===== config.mk =====
export PLATFORM = sky130hd
export DESIGN_NAME = sl_link_tx
export DESIGN_NICKNAME = d
export VERILOG_FILES = /design/src/rtl/sl_link_tx_pkg.sv /design/src/rtl/sl_pwr_seq.sv /design/src/rtl/sl_frame_gen.sv /design/src/rtl/sl_link_tx.sv
export SDC_FILE = /design/constraint.sdc
export NUM_CORES = 1
export LEC_CHECK = 0
export ABC_AREA = 1
export BUFFER_PORTS_ARGS = -buffer_cell sky130_fd_sc_hd__buf_2
export CAP_MARGIN = 20
export CORE_ASPECT_RATIO = 1.75
export CORE_MARGIN = 4
export CORE_UTILIZATION = 40
export CTS_BUF_LIST = sky130_fd_sc_hd__clkbuf_8
export DETAILED_ROUTE_END_ITERATION = 12
export MAX_ROUTING_LAYER = met4
export SYNTH_ARGS = -nofsm -noshare
export SYNTH_HDL_FRONTEND = slang
export SYNTH_SLANG_ARGS = --single-unit

===== constraint.sdc =====
create_clock -name clk -period 3 [get_ports clk]
set_input_delay 0.15 -clock clk [delete_from_list [all_inputs] [get_ports clk]]
set_output_delay 0.15 -clock clk [all_outputs]
set_load 0.01 [all_outputs]

===== src/rtl/sl_link_tx_pkg.sv =====
package sl_link_tx_pkg;

  typedef enum logic [2:0] {
    PS_OFF   = 3'd0,
    PS_LOCK  = 3'd1,
    PS_SYNC  = 3'd2,
    PS_RUN   = 3'd3,
    PS_PULSE = 3'd4
  } pwr_state_e;

  // guard bit + data + two overhead bits + separator
  function automatic int frame_len(input int data_w);
    return data_w + 4;
  endfunction

endpackage


===== src/rtl/sl_pwr_seq.sv =====
module sl_pwr_seq
  import sl_link_tx_pkg::*;
#(
  parameter int SYNC_FRAMES = 4096,
  parameter int PULSE_BITS  = 8
) (
  input  logic       clk,
  input  logic       rst_n,
  input  logic       pwr_n,
  input  logic       lock_done,
  input  logic       last_bit,
  output pwr_state_e state_o,
  output logic       streaming,
  output logic       pulsing,
  output logic       load_data
);

  localparam int SW = $clog2(SYNC_FRAMES + 1);
  localparam int PW = $clog2(PULSE_BITS + 1);
  localparam logic [SW-1:0] SYNC_LAST  = SW'(SYNC_FRAMES - 1);
  localparam logic [PW-1:0] PULSE_LAST = PW'(PULSE_BITS - 1);

  pwr_state_e    state_q, state_d;
  logic [SW-1:0] sync_q, sync_d;
  logic [PW-1:0] pcnt_q, pcnt_d;
  logic          sync_done;

  assign sync_done = (sync_q == SYNC_LAST);

  always_comb begin
    state_d = state_q;
    sync_d  = sync_q;
    pcnt_d  = pcnt_q;
    case (state_q)
      PS_OFF: begin
        if (pwr_n) state_d = PS_LOCK;
      end
      PS_LOCK: begin
        if (!pwr_n) begin
          state_d = PS_OFF;
        end else if (lock_done) begin
          state_d = PS_SYNC;
          sync_d  = '0;
        end
      end
      PS_SYNC, PS_RUN: begin
        if (!pwr_n) begin
          state_d = PS_PULSE;
          pcnt_d  = '0;
        end else if (last_bit && state_q == PS_SYNC) begin
          if (sync_done) state_d = PS_RUN;
          else           sync_d  = sync_q + SW'(1);
        end
      end
      PS_PULSE: begin
        if (pcnt_q == PULSE_LAST) state_d = PS_OFF;
        else                      pcnt_d  = pcnt_q + PW'(1);
      end
      default: state_d = PS_OFF;
    endcase
  end

  always_ff @(posedge clk or negedge rst_n) begin
    if (!rst_n) begin
      state_q <= PS_OFF;
      sync_q  <= '0;
      pcnt_q  <= '0;
    end else begin
      state_q <= state_d;
      sync_q  <= sync_d;
      pcnt_q  <= pcnt_d;
    end
  end

  assign state_o   = state_q;
  assign streaming = pwr_n && (state_q == PS_SYNC || state_q == PS_RUN) ? 1'b1
                   : (state_q == PS_SYNC || state_q == PS_RUN);
  assign pulsing   = (state_q == PS_PULSE);
  assign load_data = (state_q == PS_RUN) || (state_q == PS_SYNC && sync_done);

endmodule


===== src/rtl/sl_frame_gen.sv =====
module sl_frame_gen
  import sl_link_tx_pkg::*;
#(
  parameter int DATA_W = 22
) (
  input  logic              clk,
  input  logic              rst_n,
  input  logic              streaming,
  input  logic              pulsing,
  input  logic              load_data,
  input  logic [DATA_W-1:0] din,
  output logic              ser_o,
  output logic              last_bit,
  output logic [$clog2(DATA_W+4)-1:0] bit_cnt
);

  localparam int FL = frame_len(DATA_W);
  localparam int CW = $clog2(FL);
  localparam logic [CW-1:0] POS_LAST = CW'(FL - 1);
  localparam logic [CW-1:0] POS_OH0  = CW'(DATA_W + 1);
  localparam logic [CW-1:0] POS_OH1  = CW'(DATA_W + 2);
  localparam logic [CW-1:0] POS_DMAX = CW'(DATA_W);

  logic [CW-1:0]     cnt_q, cnt_d;
  logic [DATA_W-1:0] frm_q, frm_d;
  logic [CW-1:0]     idx;
  logic              line_bit;

  assign last_bit = streaming && (cnt_q == POS_LAST);

  always_comb begin
    cnt_d = cnt_q;
    frm_d = frm_q;
    if (!streaming) begin
      cnt_d = '0;
      frm_d = '0;
    end else if (cnt_q == POS_LAST) begin
      cnt_d = '0;
      frm_d = load_data ? din : '0;
    end else begin
      cnt_d = cnt_q + CW'(1);
    end
  end

  always_ff @(posedge clk or negedge rst_n) begin
    if (!rst_n) begin
      cnt_q <= '0;
      frm_q <= '0;
    end else begin
      cnt_q <= cnt_d;
      frm_q <= frm_d;
    end
  end

  assign idx = cnt_q - CW'(1);

  always_comb begin
    if (cnt_q == '0)
      line_bit = 1'b0;
    else if (cnt_q <= POS_DMAX)
      line_bit = frm_q[idx];
    else if (cnt_q == POS_OH0 || cnt_q == POS_OH1)
      line_bit = 1'b1;
    else
      line_bit = 1'b0;
  end

  assign ser_o   = pulsing | (streaming & line_bit);
  assign bit_cnt = cnt_q;

endmodule


===== src/rtl/sl_link_tx.sv =====
module sl_link_tx
  import sl_link_tx_pkg::*;
#(
  parameter int DATA_W      = 22,
  parameter int SYNC_FRAMES = 4096,
  parameter int PULSE_BITS  = 8
) (
  input  logic              clk,
  input  logic              rst_n,
  input  logic              pwr_n,
  input  logic              lock_done,
  input  logic [DATA_W-1:0] din,
  output logic              ser_o,
  output logic              ser_oe,
  output logic              data_ready,
  output logic              word_take
);

  localparam int CW = $clog2(frame_len(DATA_W));

  pwr_state_e    state_q;
  logic          streaming;
  logic          pulsing;
  logic          load_data;
  logic          last_bit;
  logic [CW-1:0] bit_cnt;

  sl_pwr_seq #(
    .SYNC_FRAMES(SYNC_FRAMES),
    .PULSE_BITS (PULSE_BITS)
  ) u_seq (
    .clk      (clk),
    .rst_n    (rst_n),
    .pwr_n    (pwr_n),
    .lock_done(lock_done),
    .last_bit (last_bit),
    .state_o  (state_q),
    .streaming(streaming),
    .pulsing  (pulsing),
    .load_data(load_data)
  );

  sl_frame_gen #(
    .DATA_W(DATA_W)
  ) u_frm (
    .clk      (clk),
    .rst_n    (rst_n),
    .streaming(streaming),
    .pulsing  (pulsing),
    .load_data(load_data),
    .din      (din),
    .ser_o    (ser_o),
    .last_bit (last_bit),
    .bit_cnt  (bit_cnt)
  );

  assign ser_oe     = streaming | pulsing;
  assign data_ready = (state_q == PS_RUN);
  assign word_take  = last_bit;

endmodule


# Word level (Yosys, flattened, before mapping)
# Index checks and enable logic that the tools add are counted.
[op_classes]
n_addsub = 4
order_cmp = 2
n_eq_ne = 22
muxes = 28
bitwise = 3
reduce_logical = 15
[ops]
columns = ["cell", "count"]
rows = [
  ["$mux W22", 3],
  ["$mux W13", 5],
  ["$pmux W13 S2", 1],
  ["$mux W3", 7],
  ["$eq A5 B5 Y1 const B", 3],
  ["$ne A2 B2 Y1 const B", 7],
  ["$add A13 B1 Y13 const B", 1],
  ["$eq A13 B12 Y1 const B", 1],
  ["$pmux W3 S4", 1],
  ["$mux W5", 2],
  ["$mux W4", 2],
  ["$pmux W4 S2", 1],
  ["$eq A3 B2 Y1 const B", 2],
  ["$lt A5 B6 Y1 const B", 1],
  ["$ne A2 B1 Y1 const B", 3],
  ["$ne A3 B2 Y1 const B", 2],
  ["$reduce_and A6 Y1", 1],
  ["$add A5 B1 Y5 const B", 1],
  ["$bmux W1 S5", 1],
  ["$le A5 B5 Y1 const B", 1],
  ["$logic_not A5 Y1", 1],
  ["$mux W1", 5],
  ["$reduce_and A5 Y1", 1],
  ["$sub A5 B1 Y5 const B", 1],
  ["13 further kinds", 20],
]
[totals]
ff_bits = 47
in_bits = 26
output_inout_bits = 4

# Longest topological paths before layout
[depth]
ltp_word = 9
mapped_depth = 12
mapped_depth_nobuf = 11

# Hierarchy
# Synthesis repeated with hierarchy kept, for this count alone.
[hier_totals]
cells_unflattened = 389
area_unflattened_um2 = 2875.3
[by_module_without_submodules]
columns = ["mod", "instances", "cells_each", "area_per_inst_um2", "seq_area_each_um2"]
rows = [
  ["sl_frame_gen", 1, 201, 1525.2, 675.6],
  ["sl_pwr_seq", 1, 185, 1336.3, 500.5],
  ["sl_link_tx", 1, 3, 13.8, 0.0],
]

# Worst setup path before layout
# OpenSTA, ideal clock, no wires.
[synth_timing]
path_kind = "register -> output"
startpoint = "register u_frm.cnt_q[0] (netlist: u_frm.bit_cnt[0])"
endpoint = "output port ser_o"
t_arrival_ps = 1676
required_time_ps = 2850
setup_slack_ps = 1174
path_stages_with_launch = 12
path_cell_list = "dfrtp_1 > inv_1 > buf_2 > ha_1 > inv_1 > nand3_1 > nand3_1 > nand2_1 > a21oi_1 > nand2_1 > nand2_1 > nand2_1"
[synth_between]
elab_chain_len = 7
word_cells_on_any_way = 13
classes_between = "add/sub: 1; order compare: 1; eq/ne: 2; mux: 5; bitwise: 2; reduce/logical: 2"
[synth_rtl]
columns = ["element", "line", "source"]
rows = [
  ["from (decl)", "sl_frame_gen.sv:24", "logic [CW-1:0] cnt_q, cnt_d;"],
  ["from (signal assigned)", "sl_frame_gen.sv:50", "cnt_q <= cnt_d;"],
  ["$sub A5 B1 Y5 or $eq A5 B5 Y1 (tied branches)", "sl_frame_gen.sv:55, sl_frame_gen.sv:62", ""],
  ["$bmux W1 S5 or $logic_or A1 B1 Y1 (tied branches)", "sl_frame_gen.sv:61, sl_frame_gen.sv:62", ""],
  ["$mux W1, on equally long branches", "sl_frame_gen.sv:61, sl_frame_gen.sv:62", ""],
  ["$mux W1", "sl_frame_gen.sv:60", "else if (cnt_q <= POS_DMAX)"],
  ["$mux W1 (*)", "sl_frame_gen.sv:58", "if (cnt_q == '0)"],
  ["$and A1 B1 Y1 (*)", "sl_frame_gen.sv:68", "assign ser_o = pulsing | (streaming & line_bit);"],
  ["$or A1 B1 Y1 (*)", "sl_frame_gen.sv:68", ""],
  ["to (decl)", "sl_link_tx.sv:13", "output logic ser_o,"],
]
# Every way passes the cells marked *; elsewhere a longest branch is shown, timed or not. The select of a mux whose other input is x is not followed.

# Final worst setup path
[layout_timing]
startpoint = "register u_frm.cnt_q[1] (netlist: u_frm.bit_cnt[1])"
endpoint = "output port ser_o"
# The elaborated chain is that of the path after synthesis.

==> results.md <==
- Setup slack after layout: about 660 ps
- Initial standard-cell utilization of the core: 0.411
- Global-route wire length before repair: approximately 11 mm
- Hold crit path type: primary input to flip-flop
- Average vias per placed instance: roughly 5
- Yosys top cell by area: dfrtp_1
- Top area cells in the synthesized netlist: dfrtp_1 44%, nand2_1 17%, nand3_1 14%, nor2_1 4.5%, inv_1 3.8%
- Final critical-path share of the clock period: 0.781
- RSZ-0062 raised after global routing: no
- Count of state elements after synthesis: between 40 and 50
- CTS tree: yes
- Ratio of total power to cell area: 622 nW/um^2
- Number of DRC markers in iteration 0: 104
- Worst voltage drop across the vdd grid: 0.342 mV
- Vias in the first global route: approximately 2,400
- Worst-case setup slack after placement: roughly 990 ps
- Post-detailed-route DRC marker count: 0
- Most common library cell in the layout ignoring fill and taps: nand2_1
- Final Wtd Congestion: slightly above 1
- Fraction of registers with async set or reset after synthesis: 1.00
- Width of the die: approximately 70 um
- Number of antenna violations at the first check in global routing: 0
- Fmax: approximately 430 MHz
- Startpoint type of the worst setup path: flip-flop
- CTS Buf Count: 5
- Worst path arrival time: roughly 2200 ps
- Biggest cell delay along the critical path: approximately 430 ps
- Cell Area, Synth: about 2700 um^2
- Wire per inst: 14.1 um
- Library cell appearing most often on the critical path: nand2_1
- HPWL after detailed placement: around 5 mm
- Antenna diode instance count: 0
- Post-Syn Nets: ~400
- FF-to-FF End: u_seq.sync_q[0]
- Slack of the worst reg-to-reg path: between 1000 and 1500 ps
- List of cells traversed by the critical path: inv_1 -> ha_1 -> inv_1 -> nand3_1 -> nand3_1 -> nand2_1 -> a21oi_1 -> nand2_1 -> nand2_1 -> nand2_1 -> buf_2
- Count of nets left with antenna violations after detail routing: 0
- Area growth, synth to finish: 12.5%
- Leakage: 1.53 nW
- Cells resized by post-CTS repair: 0
- Pins over their slew limit: 0
- Post-layout net count: approximately 430
- Slowest cell on the critical path: dfrtp_1
- Sum of negative setup slack: 0 ps
- Core Box Area: approximately 6500 um^2
- Tmin final: 2340 ps
- Most frequently used flop master after synthesis: dfrtp_1
- Total wirelength of the detailed-routed design: between 6 and 7 mm
- Yosys warning count: 0
- Post-synthesis sequential area ratio: 0.437
- Number of primary I/O pins: 30
- Clock transition at path regs: 80 ps
- Run status: completed
- Hold Startpoint: din[8]
- GRT overflow: 0
- Slew at the pin closest to its max-slew limit: between 300 and 400 ps
- Row Count: 39
- Die area: a little over 8000 um^2
- R2r startpoint: u_seq.state_o[2]
- Hold Path Depth: 3
- Maximum clock path buffer count: 2
- Endpoint of the worst hold-timing path: u_frm.frm_q[8]
- Post-synth EDFFs: 0
- Kind of critical path: flip-flop to output pin
- Final total power: ~0.0019 W
- Final-report setup violation count: 0
- Max Cap Violations: 0
- CP max FO: 7
- Relative max-transition margin: 0.754
- Area share of the largest cell type after synthesis: 0.437
- First-pass DRT Iterations: 4
- CTS H-tree lvls: 2
- Root Driver: clkbuf_8
- Global Route Usage Sum: 0.181
- Pin count of the biggest net entering global routing: 48
- Critical path data required time: between 2000 and 3000 ps
- Reg2reg path depth: 8
- Total via count in the routed design: between 2,000 and 2,500
- Syn_area_per_cell: ~7.3 um^2
- Fraction of layout cells with a size suffix above 1: 0.130
- Final hold viol count: 0
- Clock latency on the worst-skew pair: 300 ps
- # port buffers: 29
- Total of fill cells in the finished design: approximately 700
- Cell count after synthesis: 369
- Die extent in y: ~120 um
- Most frequent cells in the layout: 119 x nand2_1, 74 x nand3_1, 47 x dfrtp_1
- CTS sink cnt: 47
- Capturing element type of the critical path: output pin
- Synth cell types: 29
- Setup skew after layout: between 6 and 7 ps
where the power goes:
part	switching (W)	internal [W]	leakage, nW
Combinational	0.000573	0.000229	0.843
Sequential	0.0000460	0.000678	0.650
Clock	0.000205	0.000152	0.0413
state kept, by name, summed over array words and instances, names as in the netlist:
register       count
u_frm.bit_cnt      5
u_seq.state_o      3
u_frm.frm_q       22
u_seq.sync_q      13
u_seq.pcnt_q       4
worst max-delay path by stage:
stage	end	slack (ps)	startpoint
6_report	ser_o	660	u_frm.bit_cnt[1]
3_3_place_gp	ser_o	960	u_frm.bit_cnt[1]
3_5_place_dp	ser_o	990	u_frm.bit_cnt[1]
4_1_cts	ser_o	630	u_frm.bit_cnt[1]
2_1_floorplan	ser_o	1170	u_frm.bit_cnt[0]
5_1_grt	ser_o	520	u_frm.bit_cnt[1]
critical path: cells and delay by family (launching register included):
kind | cells | cell delay (ps)
fa+ha+maj | 1 | 400
flops | 1 | 430
simple gates | 6 | 470
buf+inv | 3 | 460
compound gates | 1 | 140
final cells by class:
| type | count | area, um^2 | share of cell area |
|---|---|---|---|
| clock buffers | 5 | 68.8 | 0.0227 |
| repair buffers | 37 | 220 | 0.0728 |
| multi-input cells | 281 | 1350 | 0.445 |
| well taps | 82 | 103 | 0.0339 |
| clock inverters | 1 | 3.75 | 0.00124 |
| inverters | 29 | 109 | 0.0360 |
| flip-flops and latches | 47 | 1180 | 0.389 |
routing by layer:
| metal | routed length (um) | up-vias | track usage |
|---|---|---|---|
| met2 | 3710 | 44 | 0.339 |
| li1 | - | 1250 | - |
| met3 | 234 | 17 | 0.0319 |
| met1 | 2600 | 1115 | 0.181 |
| met5 | 0 | - | - |
| met4 | 236 | 0 | 0.0831 |
timing repair:
item                       CTS  global route
setup endpoints to repair    0             0
hold endpoints to repair     0             8
hold buffers                 0             1
setup buffers                0             0
metrics by stage:
step	instances	cell area (um^2)	util	hold slack [ps]
3_5_place_dp	474	2920	0.447	379
3_3_place_gp	474	2920	0.447	374
4_1_cts	480	3000	0.458	59.8
6_report	482	3030	0.463	64.7
5_1_grt	482	3030	0.463	69.8
2_1_floorplan	369	2690	-	-146
Yosys cell counts (5+ instances only):
master / instances
ha_1: 6
nor3_1: 8
nand2_1: 119
nand3_1: 74
clkbuf_1: 5
dfrtp_1: 47
o21ai_0: 9
inv_1: 27
nor2_1: 32
a21oi_1: 6
xor2_1: 10
buf_2: 5
logic make-up (layout without fill, tap and decap cells):
kind of cell | after synthesis | count (layout) | share of synthesized area
AND/OR/NAND/NOR | 243 | 243 | 0.394
flip-flops | 47 | 47 | 0.437
buffers and inverters | 41 | 72 | 0.0623
AO/OA/AOI/OAI | 21 | 21 | 0.0423
XOR/XNOR | 11 | 11 | 0.0358
adder cells (fa/ha/maj) | 6 | 6 | 0.0279
No activity file was read; power rests on OpenSTA's default activity.
